## src/rtl/regcd_pkg.sv

```systemverilog
package regcd_pkg;
  parameter int unsigned REG_IDX_W = 6;

  // A specifier is live when flagged valid and not the reserved all-ones index
  function automatic logic spec_used(input logic vld, input logic [REG_IDX_W-1:0] idx);
    return vld && (idx != {REG_IDX_W{1'b1}});
  endfunction
endpackage

```

## src/rtl/regcd_cnt_bank.sv

```systemverilog
module regcd_cnt_bank
  import regcd_pkg::*;
#(
  parameter int unsigned LAT_W = 4
) (
  input  logic                                  clk,
  input  logic                                  rst_n,
  input  logic                                  wr_en,
  input  logic [REG_IDX_W-1:0]                  wr_idx,
  input  logic [LAT_W-1:0]                      wr_val,
  output logic [(1<<REG_IDX_W)-1:0][LAT_W-1:0]  cnt_q
);
  localparam int unsigned NUM_REGS = 1 << REG_IDX_W;

  for (genvar i = 0; i < NUM_REGS; i++) begin : g_ent
    localparam logic [REG_IDX_W-1:0] MY_IDX = REG_IDX_W'(i);
    logic             hit;
    logic [LAT_W-1:0] cnt_d;

    always_comb begin
      hit = wr_en && (wr_idx == MY_IDX);
      if (hit) begin
        cnt_d = wr_val;
      end else if (cnt_q[i] != '0) begin
        cnt_d = cnt_q[i] - 1'b1;
      end else begin
        cnt_d = cnt_q[i];
      end
    end

    always_ff @(posedge clk or negedge rst_n) begin
      if (!rst_n) begin
        cnt_q[i] <= '0;
      end else begin
        cnt_q[i] <= cnt_d;
      end
    end


    cnt_dec_chk: assert property (@(posedge clk) disable iff (!rst_n)
      (cnt_q[i] != '0 && !hit) |=> (cnt_q[i] == $past(cnt_q[i]) - 1'b1));
  end
endmodule

```

## src/rtl/regcd_src_check.sv

```systemverilog
module regcd_src_check
  import regcd_pkg::*;
#(
  parameter int unsigned LAT_W = 4
) (
  input  logic [(1<<REG_IDX_W)-1:0][LAT_W-1:0] cnt_q,
  input  logic                                 a_vld,
  input  logic [REG_IDX_W-1:0]                 a_idx,
  input  logic                                 b_vld,
  input  logic [REG_IDX_W-1:0]                 b_idx,
  output logic                                 srcs_ready
);
  logic a_ok;
  logic b_ok;

  always_comb begin
    a_ok       = !spec_used(a_vld, a_idx) || (cnt_q[a_idx] == '0);
    b_ok       = !spec_used(b_vld, b_idx) || (cnt_q[b_idx] == '0);
    srcs_ready = a_ok && b_ok;
  end
endmodule

```

## src/rtl/regcd_sat_cnt.sv

```systemverilog
module regcd_sat_cnt #(
  parameter int unsigned W = 32
) (
  input  logic         clk,
  input  logic         rst_n,
  input  logic         inc,
  output logic [W-1:0] q
);
  logic [W-1:0] q_d;
  logic         at_max;

  always_comb begin
    at_max = (q == {W{1'b1}});
    q_d    = (inc && !at_max) ? q + 1'b1 : q;
  end

  always_ff @(posedge clk or negedge rst_n) begin
    if (!rst_n) begin
      q <= '0;
    end else begin
      q <= q_d;
    end
  end


  no_wrap_chk: assert property (@(posedge clk) disable iff (!rst_n)
    (q == {W{1'b1}}) |=> (q == {W{1'b1}}));
endmodule

```

## src/rtl/regcd_stall_unit.sv

```systemverilog
module regcd_stall_unit
  import regcd_pkg::*;
#(
  parameter int unsigned LAT_W  = 4,
  parameter int unsigned STAT_W = 32
) (
  input  logic                 clk,
  input  logic                 rst_n,
  input  logic                 in_valid,
  input  logic                 src_a_vld,
  input  logic [REG_IDX_W-1:0] src_a_idx,
  input  logic                 src_b_vld,
  input  logic [REG_IDX_W-1:0] src_b_idx,
  input  logic                 dst_vld,
  input  logic [REG_IDX_W-1:0] dst_idx,
  input  logic                 is_load,
  input  logic [LAT_W-1:0]     load_lat,
  output logic                 in_ready,
  output logic [STAT_W-1:0]    cycle_cnt,
  output logic [STAT_W-1:0]    issue_cnt
);
  localparam int unsigned NUM_REGS = 1 << REG_IDX_W;

  logic [NUM_REGS-1:0][LAT_W-1:0] cnt_q;
  logic                           srcs_ready;
  logic                           issue;
  logic                           wr_en;
  logic [LAT_W-1:0]               lat_eff;
  logic [LAT_W-1:0]               wr_val;

  regcd_src_check #(.LAT_W(LAT_W)) u_src (
    .cnt_q      (cnt_q),
    .a_vld      (src_a_vld),
    .a_idx      (src_a_idx),
    .b_vld      (src_b_vld),
    .b_idx      (src_b_idx),
    .srcs_ready (srcs_ready)
  );

  always_comb begin
    issue    = in_valid && srcs_ready;
    in_ready = srcs_ready;
    wr_en    = issue && spec_used(dst_vld, dst_idx);
    if (is_load && (load_lat != '0)) begin
      lat_eff = load_lat;
    end else begin
      lat_eff = LAT_W'(1);
    end
    // arming happens ahead of this cycle's decrement
    wr_val = lat_eff - 1'b1;
  end

  regcd_cnt_bank #(.LAT_W(LAT_W)) u_bank (
    .clk    (clk),
    .rst_n  (rst_n),
    .wr_en  (wr_en),
    .wr_idx (dst_idx),
    .wr_val (wr_val),
    .cnt_q  (cnt_q)
  );

  regcd_sat_cnt #(.W(STAT_W)) u_cyc (
    .clk   (clk),
    .rst_n (rst_n),
    .inc   (1'b1),
    .q     (cycle_cnt)
  );

  regcd_sat_cnt #(.W(STAT_W)) u_iss (
    .clk   (clk),
    .rst_n (rst_n),
    .inc   (issue),
    .q     (issue_cnt)
  );


  load_dep_stall_chk: assert property (@(posedge clk) disable iff (!rst_n)
    (issue && spec_used(dst_vld, dst_idx) && is_load && (load_lat > LAT_W'(1)))
    |=> !(spec_used(src_a_vld, src_a_idx) && (src_a_idx == $past(dst_idx)) && in_ready));


  alu_fwd_chk: assert property (@(posedge clk) disable iff (!rst_n)
    (issue && spec_used(dst_vld, dst_idx) && !is_load)
    |=> ((spec_used(src_a_vld, src_a_idx) && (src_a_idx == $past(dst_idx))
          && !spec_used(src_b_vld, src_b_idx)) -> in_ready));


  issue_hold_chk: assert property (@(posedge clk) disable iff (!rst_n)
    !issue |=> $stable(issue_cnt));


  cyc_inc_chk: assert property (@(posedge clk) disable iff (!rst_n)
    (cycle_cnt != {STAT_W{1'b1}}) |=> (cycle_cnt == $past(cycle_cnt) + 1'b1));
endmodule

```

## config.mk

```make
export PLATFORM = sky130hd
export DESIGN_NAME = regcd_stall_unit
export DESIGN_NICKNAME = d
export VERILOG_FILES = /design/src/rtl/regcd_pkg.sv /design/src/rtl/regcd_cnt_bank.sv /design/src/rtl/regcd_src_check.sv /design/src/rtl/regcd_sat_cnt.sv /design/src/rtl/regcd_stall_unit.sv
export SDC_FILE = /design/constraint.sdc
export NUM_CORES = 1
export LEC_CHECK = 0
export BUFFER_PORTS_ARGS = -buffer_cell sky130_fd_sc_hd__clkbuf_2
export CAP_MARGIN = 20
export CORE_MARGIN = 3
export CORE_UTILIZATION = 40
export CTS_CLUSTER_SIZE = 24
export DETAILED_ROUTE_END_ITERATION = 7
export MAX_ROUTING_LAYER = met4
export PLACE_DENSITY_LB_ADDON = 0.08
export RECOVER_POWER = 50
export SYNTH_ARGS = -nofsm -noshare
export SYNTH_HDL_FRONTEND = slang
export SYNTH_HIERARCHICAL = 1
export SYNTH_SLANG_ARGS = --single-unit
```

## constraint.sdc

```tcl
create_clock -name clk -period 3.3 [get_ports clk]
set_input_delay 0.33 -clock clk [delete_from_list [all_inputs] [get_ports clk]]
set_output_delay 0.33 -clock clk [all_outputs]
set_load 0.05 [all_outputs]
```

# Word-level counts from Yosys, hierarchy flattened
# Index checks and enable logic that the tools add are counted.
# totals
register_bits,320
in_bits,29
output_inout_bits,65
wordCells,545
# op_classes
addsub,67
magnitude_cmp,2
n_eq_ne,68
mux,133
reduce_logical,209
# ops
cell,count
$mux 4,131
$reduce_bool 4->1,65
$sub 4x1->4 const B,65
$eq 6x6->1 const B,32
$reduce_bool 2->1,64
$eq 6x5->1 const B,16
$logic_and 1x1->1,72
$add 32x1->32 const B,2
$eq 32x32->1 const B,2
$bmux 4 s6,2
$eq 6x4->1 const B,8
$eq 6x3->1 const B,4
$ne 6x6->1 const B,3
$lt 6x7->1 const B,2
$eq 6x2->1 const B,2
$logic_not 4->1,2
$eq 6x1->1 const B,1
$logic_not 6->1,1
$logic_not 1->1,3
$logic_or 1x1->1,2

# Logic depth before layout (Yosys ltp)
# depth
word_depth,9
mapped_depth,16
depth_no_buf,13

# Hierarchy
# Netlist, hierarchy kept.
# modules_own_cells
module,instances,cells_per_inst,area_each_um2,seq_area_each_um2
regcd_cnt_bank,1,1404,16299.4,6406.1
regcd_sat_cnt,2,144,1561.5,800.8
regcd_src_check,1,311,2182.1,0.0
regcd_stall_unit,1,13,85.1,0.0

# Worst setup path after synthesis
# Ideal clock, no wire load.
# synth_path
kind,input to register
startpoint,in src_b_idx[0]
endpoint,reg u_bank/cnt_q[28] (netlist name)
setup_ns,0.125
arrival_ns,3.852
required_time_ns,3.175
slack_ns,-0.677
cell_stages,14
n_path_buf,2
cell_sequence,buf_4 buf_6 nor3_1 a21oi_1 mux4_2 o31ai_1 a21oi_1 a311oi_1 o311a_1 and2_1 o211a_1 or3b_2 nor2_1 mux2_2
# synth_between
elab_chain_len,9
elab_cells_between_ends,13
cone_classes,eq/ne (1); mux (3); reduce/logical (9)
# synth_rtl
element,line,source
"start, declared",regcd_stall_unit.sv:13,"input logic [REG_IDX_W-1:0] src_b_idx,"
$bmux 4 s6 or $ne 6x6->1 (tied branches),"regcd_src_check.sv:18, regcd_pkg.sv:6",
$mux 4 (implied by the code) or $logic_and 1x1->1 (tied branches),"regcd_src_check.sv:18, regcd_pkg.sv:6",
$logic_not 4->1 or $logic_not 1->1 (tied branches),regcd_src_check.sv:18,"b_ok = !spec_used(b_vld, b_idx) || (cnt_q[b_idx] == '0);"
$logic_or 1x1->1 (*),regcd_src_check.sv:18,
$logic_and 1x1->1 (*),regcd_src_check.sv:19,srcs_ready = a_ok && b_ok;
named net in_ready,regcd_stall_unit.sv:18,"output logic in_ready,"
$logic_and 1x1->1 (*),regcd_stall_unit.sv:41,issue = in_valid && srcs_ready;
named net issue,regcd_stall_unit.sv:26,logic issue;
$logic_and 1x1->1 (*),regcd_stall_unit.sv:43,"wr_en = issue && spec_used(dst_vld, dst_idx);"
named net wr_en,regcd_stall_unit.sv:27,logic wr_en;
$logic_and 1x1->1 (*),regcd_cnt_bank.sv:21,hit = wr_en && (wr_idx == MY_IDX);
$mux 4 or $reduce_bool 2->1 (tied branches),--,
"end signal, assigned by index",regcd_cnt_bank.sv:35,cnt_q[i] <= cnt_d;
"end, declared",regcd_cnt_bank.sv:11,output logic [(1<<REG_IDX_W)-1:0][LAT_W-1:0] cnt_q
# The timed path passes the listed nets; every way through them passes the cells marked *. The select of a mux whose other input is x is not followed.
# A chain may end at the register's enable or synchronous reset.

# Worst setup path after layout
# layout_path
startpoint,reg u_bank/cnt_q[56] (netlist name)
endpoint,reg u_bank/cnt_q[96] (netlist name)
# layout_between
elab_chain_len,9
elab_cells_between_ends,14
cone_classes,mux (5); reduce/logical (9)
# layout_rtl
element,line
"$bmux 4 s6, on equally long branches","regcd_src_check.sv:17, regcd_src_check.sv:18"
"$mux 4, on equally long branches","regcd_src_check.sv:17, regcd_src_check.sv:18"
"$logic_not 4->1, on equally long branches","regcd_src_check.sv:17, regcd_src_check.sv:18"
"$logic_or 1x1->1, on equally long branches","regcd_src_check.sv:17, regcd_src_check.sv:18"
$logic_and 1x1->1 (*),regcd_src_check.sv:19
$logic_and 1x1->1 (*),regcd_stall_unit.sv:41
named net issue,regcd_stall_unit.sv:26
$logic_and 1x1->1 (*),regcd_stall_unit.sv:43
named net wr_en,regcd_stall_unit.sv:27
$logic_and 1x1->1 (*),regcd_cnt_bank.sv:21
$mux 4 or $reduce_bool 2->1 (tied branches),--
# Marks and branches as above.

==> impl_metrics.py <==
metrics = {
    "run_status": {
        "status": "finished, violations left",
        "violations": "max-capacitance violations, max-slew violations, negative setup slack",
    },
    "worst_setup_path": {
        "cp-start-kind": "flip-flop",
        "crit_path_cell_trace": "nor4_1 > buf_4 > mux4_2 > nand2_1 > nand2_1 > a21oi_1 > a311oi_2 > o311a_4 > and2_4 > o211a_4 > buf_6 > buf_4 > and3b_2 > clkbuf_16 > nand2_8 > mux2_4",
        "critPathMaxFanout": 5,
        "r2r_start": "u_bank/cnt_q[56]$_DFFE_PN0P_",
        "startpoint": "u_bank/cnt_q[56]$_DFFE_PN0P_",
        "setup.worst_path.end": "u_bank/cnt_q[96]$_DFFE_PN0P_",
        "cpPeakStageDelay_ns": 0.48,
        "cp-end-kind": "flip-flop",
        "worstRegToRegCells": 16,
        "cp.required_ns": 3.74,
        "arrival_ns": 4.08,
        "ff2ff_setup_slack_ns": -0.34,
        "crit_slowest_cell": "nor4_1",
        "worst-setup-path-type": "flip-flop to flip-flop",
        "reg2reg_to": "u_bank/cnt_q[96]$_DFFE_PN0P_",
    },
    "job": {
        "cap_violations": 1,
    },
    "power_and_ir_drop": {
        "powerDensity_nw_per_um2": 945.4,
        "ir_worst_vdd_v": 0.0003923,
        "leakagePower_nw": 13.17,
    },
    "sta": {
        "final.period_utilization_pct": 110.4,
        "fin_ws_ns": -0.3420,
        "maxSlewViolCount": 55,
        "min_period_ns": 3.642,
        "setup-tns-final_ns": -58.80,
        "timing.final.hold_violations": 0,
        "rsz0062_at_grt": "yes",
        "finalSetupViolCount": 268,
        "max_slew_margin_pct": -0.3656,
        "fin_hold_ws_ns": 0.4009,
        "fin_skew_ns": 0.02506,
        "fmax_mhz": 274.6,
        "worst_pin_slew_ns": 1.505,
    },
    "routing": {
        "wl_mm": 58.94,
        "drt_iter0_drc": 885,
        "drcViolationCount": 0,
        "dr.pass1.iters": 5,
        "drt-met1-wl_mm": 27.29,
        "met3WireLength_mm": 2.203,
        "vias_per_cell": 5.191,
        "highest_layer": "met4",
        "final_antenna_net_count": 0,
        "vias": 16631,
        "wl_per_cell_um": 18.40,
        "routed-wl-met2_mm": 28.09,
    },
    "clock_tree": {
        "clockBufferDepth": 3,
        "cts_htree_levels": 2,
        "cts_root_buffer": "clkbuf_16",
        "cts_tree": "done",
        "cts_sinks": 320,
        "clk_latency_ns": 0.57,
        "cts_buffers": 41,
        "clkTransAtPathRegs_ns": 0.06,
    },
    "global_routing": {
        "grt_pass1_vias": 17644,
        "antenna_found_initial": 2,
        "grt_pass1_wl_mm": 95.16,
        "grt_usage_pct": 21.59,
        "grt_overflow": 0,
        "grt_max_degree": 72,
    },
    "place": {
        "gp_congestion": 0.8581,
        "hpwl_mm": 41.71,
        "dp_cells": 3111,
        "portBuffers": 93,
    },
    "logic_synthesis": {
        "ys_types": 76,
        "ys_warn_count": 6,
        "yosysSeqAreaShare_pct": 36.92,
        "synthFlopType": "dfrtp_1",
        "ys_ff_latch": 320,
        "ys_async_sr_fraction_pct": 100.0,
        "postSynthAreaPerCell_um2": 10.76,
        "syn_area_um2": 21690,
        "synthesis.instances": 2016,
        "synth_edf_count": 0,
    },
    "final_layout": {
        "drive_gt1_share_pct": 41.37,
        "fin_cells": 3204,
        "final_common_cell": "buf_4",
        "final_cell_mix": "360 x buf_4, 320 x dfrtp_1, 206 x nor2_1",
        "nNetsFinal": 2645,
        "syn2layout_area_growth_pct": 30.78,
    },
    "floorplan": {
        "core_um2": 53080,
        "die_y_um": 238.9,
        "dieArea_um2": 57050,
        "start_util_pct": 40.87,
        "ios": 94,
        "rows": 84,
        "chipWidth_um": 238.9,
    },
    "worst_hold_path": {
        "worstHoldPathCells": 5,
        "hp-class": "input pin to flip-flop",
    },
}
cell usage after synthesis, types with 3 or more instances:
master	n	area, µm²
nand2_1	77	289.0
buf_6	4	45.04
nor3_1	111	555.5
nor2_1	223	837.1
ha_1	131	1639
mux2i_1	72	720.7
and3_1	10	62.56
nor4_1	35	219.0
nand3_1	22	110.1
a21oi_1	44	220.2
a31oi_1	4	25.02
nor4b_4	4	95.09
buf_4	6	45.04
nand4b_4	4	95.09
xor2_1	10	87.58
and4_1	4	35.03
and2_1	5	31.28
nand4b_1	5	43.79
mux4_2	24	540.5
nor2_2	6	37.54
mux2_2	256	2883
dfrtp_1	320	8008
nor4_4	3	63.81
a211o_1	3	26.28
mux2_1	6	67.56
mux2_4	64	960.9
o211ai_1	3	22.52
nor3b_1	68	510.5
and4bb_4	6	97.59
a211oi_1	15	112.6
xnor2_1	173	1515
a41oi_1	3	26.28
inv_1	133	499.2
clkbuf_1	30	112.6
buf_1	6	22.52
buf_2	14	70.07
nand4_1	30	187.7
o21ai_0	7	35.03
o21ai_1	3	15.01
and3_2	4	30.03
nand2_4	16	180.2
worst min path at each step:
stage	end	slack, ns	startpoint
final	u_bank/cnt_q[45]$_DFFE_PN0P_	0.40	load_lat[1]
after global routing	u_bank/cnt_q[45]$_DFFE_PN0P_	0.41	load_lat[1]
after CTS	u_bank/cnt_q[138]$_DFFE_PN0P_	0.33	rst_n
after detailed placement	u_bank/cnt_q[135]$_DFFE_PN0P_	0.32	rst_n
after global placement	u_bank/cnt_q[194]$_DFFE_PN0P_	0.31	rst_n
after floorplan	u_bank/cnt_q[0]$_DFFE_PN0P_	0.03	rst_n
critical path, delay by kind of cell, from the launching register on:
| kind | cells | cell delay (ns) |
|---|---|---|
| compound gates | 4 | 0.75 |
| mux | 2 | 0.59 |
| simple gates | 6 | 1.14 |
| flops | 1 | 0.39 |
| buf+inv | 4 | 0.64 |
metal layers:
metal	up-vias	GRT usage (%)
li1	8093	-
met2	257	35.79
met3	87	2.953
met1	8194	27.84
met4	0	5.901
met5	-	-
registers in the layout, summed over array words and instances (netlist names):
register      cells
u_bank/cnt_q    256
u_iss/q          32
u_cyc/q          32
metrics by stage:
stage	power, W	setup slack, ns	util [%]	instance area, µm²
after detailed placement	0.02143	-0.8007	49.01	26010
after global placement	0.02098	-0.8269	49.01	26010
after CTS	0.02688	-0.2968	53.14	28200
after global routing	0.02892	-0.4362	53.44	28370
final	0.02682	-0.3420	53.44	28370
after floorplan	0.01643	-0.1699	-	22070
cell type report:
cell class                 instances  area (µm²)
multi-input combinational       1506       13940
clock buffer                      53        1141
tap                              688       860.8
timing repair buffer             482        3651
antenna                            2       5.005
clock inverter                    19       255.2
fill                            4543       24710
sequential                       320        8008
inverter                         134       503.0
repair_timing:
action                                  CTS  global route
buffers inserted                         15             4
endpoints found under the setup margin  280           286
pin swaps                                30            21
hold endpoints to repair                 49             0
resized for setup                       146            34
hold buffers                              1             0
cloned                                    2             1
cell families after synthesis:
group / synth area share, %
flip-flops: 36.92
adder cells (fa/ha/maj): 7.557
XOR/XNOR: 7.390
AO/OA/AOI/OAI: 3.109
buffers and inverters: 3.680
other: 0.01729
multiplexers: 23.97
AND/OR/NAND/NOR: 17.36
report_power, final:
| part | total, W | leakage [nW] | switching [W] | internal (W) |
|---|---|---|---|---|
| clock | 0.00468 | 0.695 | 0.00178 | 0.00290 |
| combinational | 0.0153 | 8.57 | 0.00636 | 0.00890 |
| sequential | 0.00687 | 3.90 | 0.00112 | 0.00575 |
No activity file was read; power rests on OpenSTA's default activity.
